==> src/rtl/hsc_pkg.sv <==
package hsc_pkg;
  typedef enum logic [1:0] {
    SND_IDLE = 2'd0,
    SND_REQ  = 2'd1,
    SND_DATA = 2'd2
  } snd_state_e;

  typedef enum logic [1:0] {
    RCV_IDLE = 2'd0,
    RCV_RDY  = 2'd1,
    RCV_ACK  = 2'd2
  } rcv_state_e;

  // edges from input sampling to the out_valid edge on an idle channel
  localparam int unsigned HSC_MIN_LAT = 4;
endpackage

==> src/rtl/hsc_fifo.sv <==
module hsc_fifo #(
  parameter int unsigned W     = 16,
  parameter int unsigned DEPTH = 8
) (
  input  logic         clk,
  input  logic         rst,
  input  logic         wr_en,
  input  logic [W-1:0] wr_data,
  input  logic         rd_en,
  output logic [W-1:0] rd_data,
  output logic         empty,
  output logic         full
);
  localparam int unsigned AW = (DEPTH > 1) ? $clog2(DEPTH) : 1;
  localparam int unsigned CW = $clog2(DEPTH + 1);

  logic [W-1:0]  mem [DEPTH];
  logic [AW-1:0] wp, rp;
  logic [CW-1:0] cnt;
  logic          do_wr, do_rd;

  function automatic logic [AW-1:0] step_ptr(input logic [AW-1:0] p);
    return (p == AW'(DEPTH - 1)) ? '0 : p + 1'b1;
  endfunction

  assign do_wr   = wr_en && !full;
  assign do_rd   = rd_en && !empty;
  assign empty   = (cnt == '0);
  assign full    = (cnt == CW'(DEPTH));
  assign rd_data = mem[rp];

  always_ff @(posedge clk) begin
    if (rst) begin
      wp  <= '0;
      rp  <= '0;
      cnt <= '0;
    end else begin
      if (do_wr) wp <= step_ptr(wp);
      if (do_rd) rp <= step_ptr(rp);
      unique case ({do_wr, do_rd})
        2'b10:   cnt <= cnt + 1'b1;
        2'b01:   cnt <= cnt - 1'b1;
        default: cnt <= cnt;
      endcase
    end
  end

  always_ff @(posedge clk) begin
    if (do_wr) mem[wp] <= wr_data;
  end
endmodule

==> src/rtl/hsc_sender.sv <==
module hsc_sender
  import hsc_pkg::*;
#(
  parameter int unsigned W = 16
) (
  input  logic         clk,
  input  logic         rst,
  input  logic         fifo_empty,
  input  logic [W-1:0] fifo_head,
  output logic         pop,
  output logic         req,
  input  logic         rdy,
  output logic         bus_valid,
  output logic [W-1:0] bus_data,
  input  logic         ack
);
  snd_state_e   st, st_n;
  logic [W-1:0] hold;

  always_comb begin
    st_n = st;
    pop  = 1'b0;
    unique case (st)
      SND_IDLE: if (!fifo_empty && !ack) begin
        pop  = 1'b1;
        st_n = SND_REQ;
      end
      SND_REQ:  if (rdy) st_n = SND_DATA;
      SND_DATA: if (ack) st_n = SND_IDLE;
      default:  st_n = SND_IDLE;
    endcase
  end

  always_ff @(posedge clk) begin
    if (rst) st <= SND_IDLE;
    else     st <= st_n;
  end

  always_ff @(posedge clk) begin
    if (pop) hold <= fifo_head;
  end

  // data is placed on the bus only after the ready message
  assign req       = (st != SND_IDLE);
  assign bus_valid = (st == SND_DATA);
  assign bus_data  = bus_valid ? hold : '0;
endmodule

==> src/rtl/hsc_receiver.sv <==
module hsc_receiver
  import hsc_pkg::*;
#(
  parameter int unsigned DATA_W = 8,
  parameter int unsigned LAT_W  = 8,
  localparam int unsigned PW    = DATA_W + LAT_W
) (
  input  logic              clk,
  input  logic              rst,
  input  logic              req,
  output logic              rdy,
  input  logic              bus_valid,
  input  logic [PW-1:0]     bus_data,
  output logic              ack,
  input  logic [LAT_W-1:0]  now,
  input  logic              out_ready,
  output logic              out_valid,
  output logic [DATA_W-1:0] out_data,
  output logic [LAT_W-1:0]  out_lat
);
  rcv_state_e st, st_n;
  logic       capture;

  assign capture = (st == RCV_RDY) && bus_valid;
  assign rdy     = (st == RCV_RDY);
  assign ack     = (st == RCV_ACK);

  always_comb begin
    st_n = st;
    unique case (st)
      RCV_IDLE: if (req && out_ready) st_n = RCV_RDY;
      RCV_RDY:  if (bus_valid)        st_n = RCV_ACK;
      RCV_ACK:  if (!bus_valid)       st_n = RCV_IDLE;
      default:  st_n = RCV_IDLE;
    endcase
  end

  always_ff @(posedge clk) begin
    if (rst) begin
      st        <= RCV_IDLE;
      out_valid <= 1'b0;
    end else begin
      st        <= st_n;
      out_valid <= capture;
    end
  end

  always_ff @(posedge clk) begin
    if (capture) begin
      out_data <= bus_data[DATA_W-1:0];
      out_lat  <= now - bus_data[PW-1:DATA_W];
    end
  end
endmodule

==> src/rtl/hs_channel.sv <==
module hs_channel #(
  parameter int unsigned DATA_W  = 8,
  parameter int unsigned DEPTH   = 8,
  parameter int unsigned MAX_LAT = 64,
  parameter int unsigned LAT_W   = $clog2(MAX_LAT) + 2
) (
  input  logic              clk,
  input  logic              rst,
  input  logic              in_valid,
  input  logic [DATA_W-1:0] in_data,
  output logic              in_ready,
  input  logic              out_ready,
  output logic              out_valid,
  output logic [DATA_W-1:0] out_data,
  output logic [LAT_W-1:0]  out_lat,
  output logic              overflow,
  input  logic              ovf_clr
);
  localparam int unsigned PW = DATA_W + LAT_W;

  logic [LAT_W-1:0] now_q;
  logic [PW-1:0]    head, bus;
  logic             f_empty, f_full, pop;
  logic             req, rdy, bus_valid, ack;

  // free-running time base used to stamp words for latency reporting
  always_ff @(posedge clk) begin
    if (rst) now_q <= '0;
    else     now_q <= now_q + 1'b1;
  end

  hsc_fifo #(.W(PW), .DEPTH(DEPTH)) u_fifo (
    .clk     (clk),
    .rst     (rst),
    .wr_en   (in_valid),
    .wr_data ({now_q, in_data}),
    .rd_en   (pop),
    .rd_data (head),
    .empty   (f_empty),
    .full    (f_full)
  );

  hsc_sender #(.W(PW)) u_snd (
    .clk        (clk),
    .rst        (rst),
    .fifo_empty (f_empty),
    .fifo_head  (head),
    .pop        (pop),
    .req        (req),
    .rdy        (rdy),
    .bus_valid  (bus_valid),
    .bus_data   (bus),
    .ack        (ack)
  );

  hsc_receiver #(.DATA_W(DATA_W), .LAT_W(LAT_W)) u_rcv (
    .clk       (clk),
    .rst       (rst),
    .req       (req),
    .rdy       (rdy),
    .bus_valid (bus_valid),
    .bus_data  (bus),
    .ack       (ack),
    .now       (now_q),
    .out_ready (out_ready),
    .out_valid (out_valid),
    .out_data  (out_data),
    .out_lat   (out_lat)
  );

  assign in_ready = !f_full;

  // a drop in the same cycle as a clear keeps the flag set
  always_ff @(posedge clk) begin
    if (rst)                    overflow <= 1'b0;
    else if (in_valid && f_full) overflow <= 1'b1;
    else if (ovf_clr)           overflow <= 1'b0;
  end
endmodule

==> config.mk <==
export PLATFORM = sky130hd
export DESIGN_NAME = hs_channel
export DESIGN_NICKNAME = d
export VERILOG_FILES = /design/src/rtl/hsc_pkg.sv /design/src/rtl/hsc_fifo.sv /design/src/rtl/hsc_sender.sv /design/src/rtl/hsc_receiver.sv /design/src/rtl/hs_channel.sv
export SDC_FILE = /design/constraint.sdc
export NUM_CORES = 1
export LEC_CHECK = 0
export ABC_CLOCK_PERIOD_IN_PS = 3900
export BUFFER_PORTS_ARGS = -buffer_cell sky130_fd_sc_hd__buf_2
export CAP_MARGIN = 0
export CORE_AREA = 2 2 101 175
export DETAILED_ROUTE_END_ITERATION = 16
export DIE_AREA = 0 0 103 177
export PLACE_DENSITY_LB_ADDON = 0.15
export REMOVE_ABC_BUFFERS = 1
export SYNTH_ARGS = -nofsm -noshare
export SYNTH_HDL_FRONTEND = slang
export SYNTH_SLANG_ARGS = --single-unit
==> constraint.sdc <==
create_clock -name clk -period 3.9 [get_ports clk]
set_input_delay 0.39 -clock clk [delete_from_list [all_inputs] [get_ports clk]]
set_output_delay 0.39 -clock clk [all_outputs]
set_load 0.02 [all_outputs]
==> results.sh <==
export IMPL_outcome="complete, no violations"
export IMPL_rr_startpoint="u_fifo.cnt[1]$_SDFFE_PP0P_"
export IMPL_reg2regPathDepth=10
export IMPL_fillers=1447
export IMPL_grt_pass1_wl_um=21470
export IMPL_dr_total_vias=3674
export IMPL_period_needed_ns=2.570
export IMPL_antenna_found_initial=0
export IMPL_overflow=0
export IMPL_ys_async_sr_fraction_pct=0
export IMPL_ir_drop_mv=0.5484
export IMPL_postCtsHoldBufs=0
export IMPL_power_leakage_uw=0.002893
export IMPL_cts_sinks=184
export IMPL_cap_violations=0
export IMPL_gp_congestion=0.7033
export IMPL_synth_top_area_share_pct=64.69
export IMPL_required_ns=4.25
export IMPL_power_density_nw_per_um2=616.4
export IMPL_syn_area_per_cell_um2=18.03
export IMPL_ant_nets=0
export IMPL_clock_latency_ns=0.43
export IMPL_worst_hold_path_type="in2reg"
export IMPL_drt_iter0_markers=199
export IMPL_die_area_um2=18230
export IMPL_rr_endpoint="u_fifo.cnt[2]$_SDFFE_PP0P_"
export IMPL_wl_met1_um=5453
export IMPL_hold_viol_final=0
export IMPL_finalSetupTns_ns=0
export IMPL_critPathKind="reg2reg"
export IMPL_synth_edff_count=160
export IMPL_synth_most_common_cell="edfxtp_1"
export IMPL_ys_seq_area_share_pct=71.16
export IMPL_grt_pass1_vias=3807
export IMPL_path_clk_slew_ns=0.07
export IMPL_r2r_slack_ns=1.33
export IMPL_timing_fmax_mhz=389.1
export IMPL_grtUsageTotal_pct=16.39
export IMPL_cts_tree="yes"
export IMPL_syn2layout_area_growth_pct=14.03
export IMPL_synthCells=412
export IMPL_h_tree_depth=4
export IMPL_drive_gt1_share_pct=28.30
export IMPL_clockBufferDepth=2
export IMPL_met3WireLength_um=318
export IMPL_cts_resized=0
export IMPL_drt_wl_total_um=13560
export IMPL_ys_top_cells_by_count="edfxtp_1, nor2_1, dfxtp_1, mux4_2, mux2_2"
export IMPL_fin_nets=486
export IMPL_min_to="u_fifo.mem[4][5]$_DFFE_PP_"
export IMPL_yosys_top_cells_area="edfxtp_1, mux4_2, dfxtp_1"
export IMPL_port_buffers=31
export IMPL_drv_slew=0
export IMPL_yosysTopAreaCell="edfxtp_1"
export IMPL_fp_dieW_um=103
export IMPL_io_pins=32
export IMPL_drc=0
export IMPL_slew_headroom_pct=23.25
export IMPL_cp_max_fo=8
export IMPL_wl_per_cell_um=19.45
export IMPL_fin_util_pct=50.21
export IMPL_start_util_pct=44.03
export IMPL_n_antenna_cell=0
export IMPL_ys_ff_latch=184
export IMPL_yosys_most_used_dff="edfxtp_1"
export IMPL_row_count=63
export IMPL_fin_skew_ns=0.01296
export IMPL_synth_area_um2=7427
export IMPL_crit_path_end_kind="register"
export IMPL_rsz0062_at_grt="no"
export IMPL_firstDrtPassIters=4
export IMPL_slowest_delay_ns=0.54
export IMPL_hp_start="in_data[5]"
export IMPL_start_kind="register"
export IMPL_cts_root_buf="clkbuf_16"
export IMPL_path_cells="or4_4 > nand3_2 > inv_1 > ha_1 > xor2_1 > ha_1 > a21oi_1 > xor2_1 > or3_1 > a21oi_1"
export IMPL_critPathLaunch="u_fifo.cnt[1]$_SDFFE_PP0P_"
export IMPL_holdPathStages=1
export IMPL_cts_buffers=17
export IMPL_vias_per_cell=5.271
export IMPL_fin_crit_sh_pct=65.89
export IMPL_cts_setup_buffers=0
export IMPL_arrival_ns=2.92
export IMPL_yosysUniqueCellTypes=46
export IMPL_hpwl_um=8250
export IMPL_crit_slowest_cell="or4_4"
export IMPL_setup_violations=0
export IMPL_dieHeight_um=177
export IMPL_route_met2_wl_um=7602
export IMPL_tightest_slew_ns=1.150
export IMPL_yosysWarnings=0
export IMPL_top_layer_used="met4"
export IMPL_core_um2=16870
export IMPL_grt_max_degree=35
cells by family (layout without fill, tap and decap cells):
| logic type | after synthesis | in the layout | synth area share, % |
|---|---|---|---|
| compound gates | 27 | 27 | 2.375 |
| xor+xnor | 15 | 15 | 1.769 |
| fa+ha+maj | 16 | 16 | 2.797 |
| buf+inv | 26 | 84 | 2.156 |
| flops | 184 | 184 | 71.16 |
| mux | 51 | 51 | 12.95 |
| simple gates | 93 | 93 | 6.789 |
layout by cell type (no fill, tap or decap), types with 4 or more instances in the layout:
master      netlist  layout
a21oi_1          10      10
and2_1            9       9
buf_2             4      31
buf_4             0      11
clkbuf_16         0      17
clkinvlp_4        0       4
dfxtp_1          24      22
edfxtp_1        160     160
ha_1             15      15
inv_1            10      10
inv_6             0       5
mux2_2           16      16
mux4_1            8       8
mux4_2           24      24
nand2_1          13      13
nand2b_1          7       7
nand3_1           8       8
nor2_1           26      25
nor2b_1           4       4
nor3_2            0       4
o21ai_0           4       4
xnor2_1           6       6
xor2_1            9       9
metal layers:
layer	GRT usage, %	up-vias
li1	-	1697
met1	19.81	1907
met2	28.84	61
met5	0	-
met4	6.086	0
met3	2.844	9
critical path, delay by kind of cell, from the launching register on:
kind / cells / cell delay (ns)
and+or+nand+nor: 3 / 1.00
adders and majority gates: 2 / 0.46
DFF: 1 / 0.38
AOI/OAI and AO/OA: 2 / 0.30
xor gates and xnor gates: 2 / 0.28
buffers and inverters: 1 / 0.09
worst max path at each step:
stage | slack (ns) | end | cells after the start
after floorplan | 1.14 | u_fifo.mem[0][0]$_DFFE_PP_ | 3
after global placement | 1.45 | u_fifo.cnt[2]$_SDFFE_PP0P_ | 10
after detailed placement | 1.32 | u_fifo.cnt[2]$_SDFFE_PP0P_ | 10
after CTS | 1.31 | u_fifo.cnt[2]$_SDFFE_PP0P_ | 10
after global routing | 1.17 | u_fifo.cnt[2]$_SDFFE_PP0P_ | 10
final | 1.33 | u_fifo.cnt[2]$_SDFFE_PP0P_ | 10
registers in the layout, indices dropped and copies added, names as in the netlist, 3 cells and up:
| signal | count |
|---|---|
| u_rcv.out_lat | 8 |
| u_rcv.out_data | 8 |
| u_fifo.mem | 128 |
| u_fifo.wp | 3 |
| u_snd.hold | 16 |
| u_fifo.cnt | 4 |
| u_fifo.rp | 3 |
| now_q | 8 |
metrics by stage:
stage	power (uW)	instance area (um2)	worst slack, ns	hold slack [ns]	instances
after CTS	5288	8469	1.305	0.2201	697
after global routing	5469	8469	1.170	0.2248	697
after floorplan	3247	7305	1.142	0.4133	396
after global placement	3508	7858	1.446	0.4239	665
final	5221	8469	1.330	0.2333	697
after detailed placement	3539	7858	1.319	0.4353	665
report_power, final:
| part | switching, uW | internal, uW |
|---|---|---|
| clock network | 782 | 970 |
| registers | 190 | 2390 |
| logic | 416 | 472 |
| total | 1390 | 3830 |
area by class of cell:
| class | instances | area, um2 | area share [%] |
|---|---|---|---|
| sequential | 184 | 5288 | 62.43 |
| multi-input combinational | 202 | 2011 | 23.74 |
| clock buffer | 17 | 425.4 | 5.023 |
| tap | 227 | 284.0 | 3.354 |
| timing repair buffer | 42 | 237.7 | 2.807 |
| clock inverter | 15 | 186.4 | 2.201 |
| inverter | 10 | 37.54 | 0.4432 |
Note: power is estimated with default switching activity, not from simulation.
